$ cat config.mk
export PLATFORM = sky130hd
export DESIGN_NAME = msgscan_top
export DESIGN_NICKNAME = d
export VERILOG_FILES = /design/src/rtl/msgscan_pkg.sv /design/src/rtl/msgscan_ram.sv /design/src/rtl/msgscan_arb.sv /design/src/rtl/msgscan_walker.sv /design/src/rtl/msgscan_top.sv
export SDC_FILE = /design/constraint.sdc
export NUM_CORES = 2
export LEC_CHECK = 0
export BUFFER_PORTS_ARGS = -buffer_cell sky130_fd_sc_hd__buf_2
export CELL_PAD_IN_SITES_DETAIL_PLACEMENT = 2
export CELL_PAD_IN_SITES_GLOBAL_PLACEMENT = 2
export CORE_MARGIN = 4
export CORE_UTILIZATION = 40
export CTS_BUF_LIST = sky130_fd_sc_hd__clkbuf_4 sky130_fd_sc_hd__clkbuf_8
export DETAILED_ROUTE_END_ITERATION = 8
export PLACE_DENSITY = 0.63
export SYNTH_ARGS = -nofsm -noshare
export SYNTH_HDL_FRONTEND = slang
export SYNTH_HIERARCHICAL = 1
export SYNTH_SLANG_ARGS = --single-unit
$ cat constraint.sdc
create_clock -name clk -period 3.82 [get_ports clk]
set_input_delay 0.764 -clock clk [delete_from_list [all_inputs] [get_ports clk]]
set_output_delay 0.764 -clock clk [all_outputs]
set_load 0.01 [all_outputs]
$ cat src/rtl/msgscan_pkg.sv
package msgscan_pkg;
    localparam int          ID_W       = 11;
    localparam logic [7:0]  IDX_EMPTY  = 8'hFF;
    localparam logic [7:0]  IDX_ERROR  = 8'hFE;
    localparam logic [7:0]  END_MARK   = 8'hFF;
    localparam int          MODE_EN    = 0;
    localparam int          MODE_ALL   = 1;
    localparam int          MODE_TX    = 2;
    localparam int          MAX_OBJS   = 254;

    typedef enum logic {
        ST_IDLE,
        ST_WALK
    } walk_state_e;

    typedef enum logic [1:0] {
        SEL_MODE  = 2'd0,
        SEL_ID_HI = 2'd1,
        SEL_ID_LO = 2'd2
    } byte_sel_e;
endpackage

$ cat src/rtl/msgscan_ram.sv
module msgscan_ram #(
    parameter int DEPTH  = 512,
    parameter int ADDR_W = $clog2(DEPTH)
) (
    input  logic              clk,
    input  logic              en_i,
    input  logic              we_i,
    input  logic [ADDR_W-1:0] addr_i,
    input  logic [7:0]        wdata_i,
    output logic [7:0]        rdata_o
);
    logic [7:0] mem_q [DEPTH];
    logic [7:0] rdata_q;

    always_ff @(posedge clk) begin
        if (en_i && we_i) begin
            mem_q[addr_i] <= wdata_i;
        end
        if (en_i && !we_i) begin
            rdata_q <= mem_q[addr_i];
        end
    end

    assign rdata_o = rdata_q;
endmodule

$ cat src/rtl/msgscan_arb.sv
module msgscan_arb #(
    parameter int ADDR_W = 9
) (
    input  logic              cpu_req_i,
    input  logic              cpu_we_i,
    input  logic [ADDR_W-1:0] cpu_addr_i,
    input  logic [7:0]        cpu_wdata_i,
    input  logic              scan_req_i,
    input  logic [ADDR_W-1:0] scan_addr_i,
    output logic              scan_gnt_o,
    output logic              mem_en_o,
    output logic              mem_we_o,
    output logic [ADDR_W-1:0] mem_addr_o,
    output logic [7:0]        mem_wdata_o
);
    // The CPU owns the port whenever it asks; the scanner only gets idle cycles.
    always_comb begin
        scan_gnt_o  = scan_req_i && !cpu_req_i;
        mem_en_o    = cpu_req_i || scan_req_i;
        mem_we_o    = cpu_req_i && cpu_we_i;
        mem_addr_o  = cpu_req_i ? cpu_addr_i : scan_addr_i;
        mem_wdata_o = cpu_wdata_i;
    end
endmodule

$ cat src/rtl/msgscan_walker.sv
module msgscan_walker
    import msgscan_pkg::*;
#(
    parameter int ADDR_W    = 9,
    parameter int OBJ_BYTES = 16,
    parameter int NUM_OBJ   = 32,
    parameter int OBJ_W     = (NUM_OBJ > 1) ? $clog2(NUM_OBJ) : 1
) (
    input  logic              clk,
    input  logic              rst_n,
    input  logic              start_i,
    input  logic [ID_W-1:0]   rx_id_i,
    input  logic              frame_end_i,
    output logic              rd_req_o,
    output logic [ADDR_W-1:0] rd_addr_o,
    input  logic              rd_gnt_i,
    input  logic [7:0]        rd_data_i,
    output logic [7:0]        idx_o,
    output logic              done_o,
    output logic              busy_o,
    output logic              overrun_o
);
    localparam logic [OBJ_W-1:0] LAST_OBJ = OBJ_W'(NUM_OBJ - 1);

    typedef struct packed {
        walk_state_e     st;
        logic [OBJ_W-1:0] obj;
        byte_sel_e       sel;
        logic            pend;
        logic [ID_W-1:0] rx_id;
        logic [7:0]      id_hi;
        logic [7:0]      idx;
        logic            done;
        logic            overrun;
    } walk_regs_t;

    walk_regs_t q, d;

    logic [7:0] mode_byte;
    logic       obj_usable;
    logic       id_equal;

    always_comb begin
        mode_byte  = rd_data_i;
        obj_usable = mode_byte[MODE_EN] && !mode_byte[MODE_TX];
        id_equal   = ({q.id_hi, rd_data_i[7:5]} == q.rx_id);
    end

    always_comb begin
        rd_req_o  = (q.st == ST_WALK) && !q.pend;
        rd_addr_o = ADDR_W'(q.obj) * ADDR_W'(OBJ_BYTES) + ADDR_W'(q.sel);
    end

    always_comb begin
        d      = q;
        d.done = 1'b0;
        unique case (q.st)
            ST_IDLE: begin
                if (start_i) begin
                    d.st    = ST_WALK;
                    d.obj   = '0;
                    d.sel   = SEL_MODE;
                    d.pend  = 1'b0;
                    d.rx_id = rx_id_i;
                end
            end
            ST_WALK: begin
                if (frame_end_i) begin
                    d.st      = ST_IDLE;
                    d.idx     = IDX_ERROR;
                    d.done    = 1'b1;
                    d.overrun = 1'b1;
                    d.pend    = 1'b0;
                end else if (!q.pend) begin
                    if (rd_gnt_i) begin
                        d.pend = 1'b1;
                    end
                end else begin
                    d.pend = 1'b0;
                    unique case (q.sel)
                        SEL_MODE: begin
                            if (mode_byte == END_MARK) begin
                                d.st   = ST_IDLE;
                                d.idx  = IDX_EMPTY;
                                d.done = 1'b1;
                            end else if (!obj_usable) begin
                                if (q.obj == LAST_OBJ) begin
                                    d.st   = ST_IDLE;
                                    d.idx  = IDX_EMPTY;
                                    d.done = 1'b1;
                                end else begin
                                    d.obj = q.obj + 1'b1;
                                    d.sel = SEL_MODE;
                                end
                            end else if (mode_byte[MODE_ALL]) begin
                                d.st   = ST_IDLE;
                                d.idx  = 8'(q.obj);
                                d.done = 1'b1;
                            end else begin
                                d.sel = SEL_ID_HI;
                            end
                        end
                        SEL_ID_HI: begin
                            d.id_hi = rd_data_i;
                            d.sel   = SEL_ID_LO;
                        end
                        SEL_ID_LO: begin
                            if (id_equal) begin
                                d.st   = ST_IDLE;
                                d.idx  = 8'(q.obj);
                                d.done = 1'b1;
                            end else if (q.obj == LAST_OBJ) begin
                                d.st   = ST_IDLE;
                                d.idx  = IDX_EMPTY;
                                d.done = 1'b1;
                            end else begin
                                d.obj = q.obj + 1'b1;
                                d.sel = SEL_MODE;
                            end
                        end
                        default: begin
                            d.sel = SEL_MODE;
                        end
                    endcase
                end
            end
            default: d.st = ST_IDLE;
        endcase
    end

    always_ff @(posedge clk or negedge rst_n) begin
        if (!rst_n) begin
            q.st      <= ST_IDLE;
            q.obj     <= '0;
            q.sel     <= SEL_MODE;
            q.pend    <= 1'b0;
            q.rx_id   <= '0;
            q.id_hi   <= '0;
            q.idx     <= IDX_EMPTY;
            q.done    <= 1'b0;
            q.overrun <= 1'b0;
        end else begin
            q <= d;
        end
    end

    assign idx_o     = q.idx;
    assign done_o    = q.done;
    assign busy_o    = (q.st == ST_WALK);
    assign overrun_o = q.overrun;

    // A refused read must be retried at the same address.
    assert_hold_addr_R6: assert property (@(posedge clk) disable iff (!rst_n)
        (rd_req_o && !rd_gnt_i && !frame_end_i) |=> (rd_req_o && $stable(rd_addr_o)));

    assert_done_pulse_R9: assert property (@(posedge clk) disable iff (!rst_n)
        done_o |=> !done_o);

    assert_idx_range_R4: assert property (@(posedge clk) disable iff (!rst_n)
        done_o |-> (idx_o < 8'(NUM_OBJ) || idx_o >= IDX_ERROR));

    assert_overrun_sticky_R8: assert property (@(posedge clk) disable iff (!rst_n)
        overrun_o |=> overrun_o);

    assert_deadline_R8: assert property (@(posedge clk) disable iff (!rst_n)
        (busy_o && frame_end_i) |=> (done_o && idx_o == IDX_ERROR && !busy_o));

    assert_start_ignored_R9: assert property (@(posedge clk) disable iff (!rst_n)
        (busy_o && start_i && !frame_end_i) |=> (busy_o || done_o));
endmodule

$ cat src/rtl/msgscan_top.sv
module msgscan_top
    import msgscan_pkg::*;
#(
    parameter int RAM_BYTES = 512,
    parameter int OBJ_BYTES = 16,
    parameter int ADDR_W    = $clog2(RAM_BYTES)
) (
    input  logic              clk,
    input  logic              rst_n,
    input  logic              start_i,
    input  logic [10:0]       rx_id_i,
    input  logic              frame_end_i,
    input  logic              cpu_req_i,
    input  logic              cpu_we_i,
    input  logic [ADDR_W-1:0] cpu_addr_i,
    input  logic [7:0]        cpu_wdata_i,
    output logic [7:0]        cpu_rdata_o,
    output logic [7:0]        idx_o,
    output logic              done_o,
    output logic              busy_o,
    output logic              overrun_o
);
    localparam int SLOTS   = RAM_BYTES / OBJ_BYTES;
    localparam int NUM_OBJ = (SLOTS > MAX_OBJS) ? MAX_OBJS : SLOTS;

    logic              scan_req, scan_gnt;
    logic [ADDR_W-1:0] scan_addr;
    logic              mem_en, mem_we;
    logic [ADDR_W-1:0] mem_addr;
    logic [7:0]        mem_wdata, mem_rdata;

    msgscan_arb #(.ADDR_W(ADDR_W)) i_arb (
        .cpu_req_i   (cpu_req_i),
        .cpu_we_i    (cpu_we_i),
        .cpu_addr_i  (cpu_addr_i),
        .cpu_wdata_i (cpu_wdata_i),
        .scan_req_i  (scan_req),
        .scan_addr_i (scan_addr),
        .scan_gnt_o  (scan_gnt),
        .mem_en_o    (mem_en),
        .mem_we_o    (mem_we),
        .mem_addr_o  (mem_addr),
        .mem_wdata_o (mem_wdata)
    );

    msgscan_ram #(.DEPTH(RAM_BYTES), .ADDR_W(ADDR_W)) i_ram (
        .clk     (clk),
        .en_i    (mem_en),
        .we_i    (mem_we),
        .addr_i  (mem_addr),
        .wdata_i (mem_wdata),
        .rdata_o (mem_rdata)
    );

    msgscan_walker #(
        .ADDR_W    (ADDR_W),
        .OBJ_BYTES (OBJ_BYTES),
        .NUM_OBJ   (NUM_OBJ)
    ) i_walker (
        .clk         (clk),
        .rst_n       (rst_n),
        .start_i     (start_i),
        .rx_id_i     (rx_id_i),
        .frame_end_i (frame_end_i),
        .rd_req_o    (scan_req),
        .rd_addr_o   (scan_addr),
        .rd_gnt_i    (scan_gnt),
        .rd_data_i   (mem_rdata),
        .idx_o       (idx_o),
        .done_o      (done_o),
        .busy_o      (busy_o),
        .overrun_o   (overrun_o)
    );

    assign cpu_rdata_o = mem_rdata;
endmodule

==> impl_metrics.py <==
metrics = {
    "global_routing": {
        "grt_overflow": 0,
        "grt_pass1_wl_mm": 807,
        "grt_antenna_before_repair": 37,
        "top_usage_layer": "met2",
        "maximum_number_of_pins_on_one_net_before_global_route_repair": 106,
        "grt_util_met3_pct": 4.93,
        "number_of_global_route_vias_before_repair": 99372,
        "groute.usage.overall_pct": 27.4,
        "global_route.usage.met1_pct": 37.1,
        "global_route.usage.met2_pct": 44.9,
    },
    "drt": {
        "detail_route.iter0.violations": 11605,
        "post_route_antenna_net_violation_count": 0,
        "detail_route.first_pass.iterations": 5,
        "totalWireLength_mm": 581,
        "post_drt_via_cell_ratio": 5.91,
        "wl_per_cell_um": 36.9,
        "dr_total_vias": 93109,
        "post-route-drc-count": 0,
    },
    "critical_path": {
        "crit_path_cell_trace": "mux2_8 > buf_16 > buf_12 > buf_16 > mux4_2 > mux2i_1 > nor2_2 > a211oi_4 > buf_4 > and4_4 > nand4_1 > or4_1",
        "crit_fanout": 11,
        "worstSetupPathType": "flip-flop to flip-flop",
        "worst_r2r_path_depth": 12,
        "worstPathRequired_ns": 4.80,
        "cp_common_cell": "buf_16",
        "critical_path.reg2reg.startpoint": "i_walker/q[30]$_DFFE_PN0P_",
        "timing.critical_path.slowest_stage_cell": "or4_1",
        "worst_path_largest_cell_delay_ns": 0.61,
        "sort_of_element_at_the_start_of_the_critical_path": "flip-flop",
        "rr_endpoint": "i_ram/rdata_o[3]$_DFFE_PP_",
        "r2r_setup_slack_ns": -0.48,
        "worst_setup_path_end_kind": "flip-flop",
        "critical_path_arrival_ns": 5.28,
    },
    "synth": {
        "netlist_instances": 7783,
        "syn-cell-area_um2": 162000,
        "yosys.area.top_type_share_pct": 76.3,
        "synthDistinctLibCells": 91,
        "ys_dominant_reg_cell": "edfxtp_1",
        "postSynthRegisterBits": 4142,
        "async_flop_share_pct": 0.917,
        "synth-seq-area-share_pct": 76.9,
        "synthesis.area_per_instance_um2": 20.8,
        "yosysTopAreaCell": "edfxtp_1",
        "ys_top_cells_by_area": "edfxtp_1, mux4_2, mux2i_1",
        "synth_edf_count": 4104,
        "ys.warnings.count": 6,
    },
    "clock_tree": {
        "cts.path.max_buffers": 4,
        "cts.root.buffer_cell": "clkbuf_8",
        "htreeDepth": 6,
        "cts_tree": "done",
        "clkLatencyLatePin_ns": 1.25,
        "clk_sink_count": 4142,
        "cts.clk_slew.worst_paths_ns": 0.07,
        "numCtsBuffers": 693,
    },
    "cells_and_area": {
        "final_common_cell": "edfxtp_1",
        "finished_cell_area_um2": 197000,
        "final_core_utilization_pct": 49.0,
        "layout-area-overhead-vs-synth_pct": 22.0,
        "drive_above_1_share_pct": 38.9,
        "mostFrequentLayoutCells": "edfxtp_1, buf_4, mux4_2, clkbuf_8, nor2_1",
        "layout.nets": 9845,
    },
    "min_path": {
        "hold_end": "i_ram/mem_q[145][1]$_DFFE_PP_",
        "type_of_the_most_critical_hold_path": "input port to flip-flop",
        "hold_path_depth": 1,
        "holdCritStartpoint": "cpu_wdata_i[1]",
    },
    "timing": {
        "post-route-min-period_ns": 4.30,
        "worst_slew_margin_rel_pct": 5.16,
        "timing_worst_slew_pin_value_ns": 1.42,
        "finalSetupTns_ns": -2.38,
        "postLayoutSetupSlackWorst_ns": -0.477,
        "setup_viol": 8,
        "finalCritPeriodShare_pct": 112,
        "skew_ns": 0.0726,
        "unrepaired_setup_endpoints_after_global_routing": "yes",
        "max_slew_violation_total_from_the_final_report": 0,
        "timing_hold_violations_final": 0,
        "max_freq_mhz": 233,
        "fin_hold_ws_ns": 0.102,
    },
    "power": {
        "total_power_uw": 109000,
        "ir_drop_mv": 0.355,
        "leakagePower_uw": 0.0656,
        "power.density_cell_area_nw_per_um2": 551,
    },
    "die": {
        "floorplan.core_area_um2": 403000,
        "start_util_pct": 40.1,
        "placement_rows": 233,
        "die_h_um": 644,
        "floorplan.die_area_um2": 414000,
        "die_x_um": 644,
        "pin_count": 53,
    },
    "place": {
        "dp.final_hpwl_mm": 387,
        "placedInstanceArea_um2": 181000,
        "finalWeightedCongestion": 0.881,
        "io_buffers": 52,
    },
    "run_status": {
        "failing_checks": "setup timing",
        "status": "complete, but fails checks",
    },
    "run": {
        "maxCapViolations": 0,
    },
}
[area by class of cell]
type                            count  area (um2)
Antenna cell                       13        32.5
Clock buffer                      936       11400
Clock inverter                    278        1600
Fill cell                       35387      205000
Inverter                           28         128
Multi-Input combinational cell   3128       36000
Sequential cell                  4142      124000
Tap cell                         5405        6760
Timing Repair Buffer             1817       17000
[worst max-delay path: cells and delay by family, from the launching register on]
| family | cells | cell delay (ns) |
|---|---|---|
| simple gates | 4 | 1.37 |
| mux | 3 | 1.04 |
| buf+inv | 4 | 0.71 |
| flops | 1 | 0.44 |
| compound gates | 1 | 0.39 |
[registers in the layout, indices dropped and copies added (netlist names)]
name,count
i_walker/done_o,1
i_walker/q,27
i_walker/idx_o,8
i_ram/rdata_o,8
i_walker/overrun_o,1
i_ram/mem_q,4096
i_walker/busy_o,1
[logic make-up after synthesis]
kind of cell             Yosys count  synth area share, %
AO/OA/AOI/OAI                    619                 2.56
XOR/XNOR                          11               0.0596
adder cells (fa/ha/maj)            1              0.00774
buffers and inverters            515                 1.69
flip-flops                      4142                 76.9
multiplexers                    1425                 15.9
other                              1              0.00232
AND/OR/NAND/NOR                 1069                 2.96
[worst max-delay path by stage]
stage                                    endpoint  cells after the start                  startpoint
floorplan           i_ram/mem_q[462][0]$_DFFE_PP_                     14                   cpu_req_i
global placement       i_ram/rdata_o[3]$_DFFE_PP_                     12                   cpu_req_i
detailed placement     i_ram/rdata_o[3]$_DFFE_PP_                     12                   cpu_req_i
CTS                    i_ram/rdata_o[3]$_DFFE_PP_                     14  i_walker/q[30]$_DFFE_PN0P_
global route           i_ram/rdata_o[1]$_DFFE_PP_                     14  i_walker/q[30]$_DFFE_PN0P_
finish                 i_ram/rdata_o[3]$_DFFE_PP_                     12  i_walker/q[30]$_DFFE_PN0P_
[per-stage QoR]
stage | worst slack [ns] | std cells
CTS | -0.500 | 15678
global placement | -1.80 | 14406
floorplan | -0.123 | 7784
detailed placement | -1.79 | 14406
global route | -0.478 | 15739
finish | -0.477 | 15747
[power by group]
group	total [uW]	switching [uW]	internal (uW)	leakage (uW)
logic	19500	10800	8750	0.0214
clock network	38700	18700	20000	0.00688
registers	50500	310	50200	0.0373
[per-layer routing]
layer,part of all wire (%),up-vias
li1,-,36454
met5,0.0084,-
met1,40,50870
met2,48,4764
met4,3.9,8
met3,8.1,1013
[Yosys cell counts (8+ instances only)]
cell,n
edfxtp_1,4104
mux4_2,896
nor2_1,583
mux2i_1,470
nand2_1,190
buf_2,180
o22ai_1,174
clkbuf_1,147
o21ai_0,95
a22oi_1,88
a21oi_1,83
buf_4,75
nand3_1,69
nand4_1,66
buf_1,51
mux2_2,47
buf_6,31
dfrtp_1,30
a211oi_1,28
inv_1,26
o211ai_1,22
nor3_1,21
nor4_1,21
a22o_1,19
and3_1,18
nor2b_1,17
a31oi_1,15
nand2b_1,14
a32oi_1,13
xnor2_1,11
and2_1,10
a2111oi_0,9
o31ai_1,9
a221oi_1,8
a41o_1,8
dfstp_2,8
nor3b_1,8
or4_1,8
[what timing repair did]
item                                    in CTS  in global routing
endpoints found under the setup margin      13                  8
pin swaps                                   27                 51
gates cloned                                 8                  2
resized for setup                          210                124
hold endpoints to repair                   155                  0
buffers inserted                            31                 61
hold buffers                                20                  0
(Power assumes the default switching activity.)
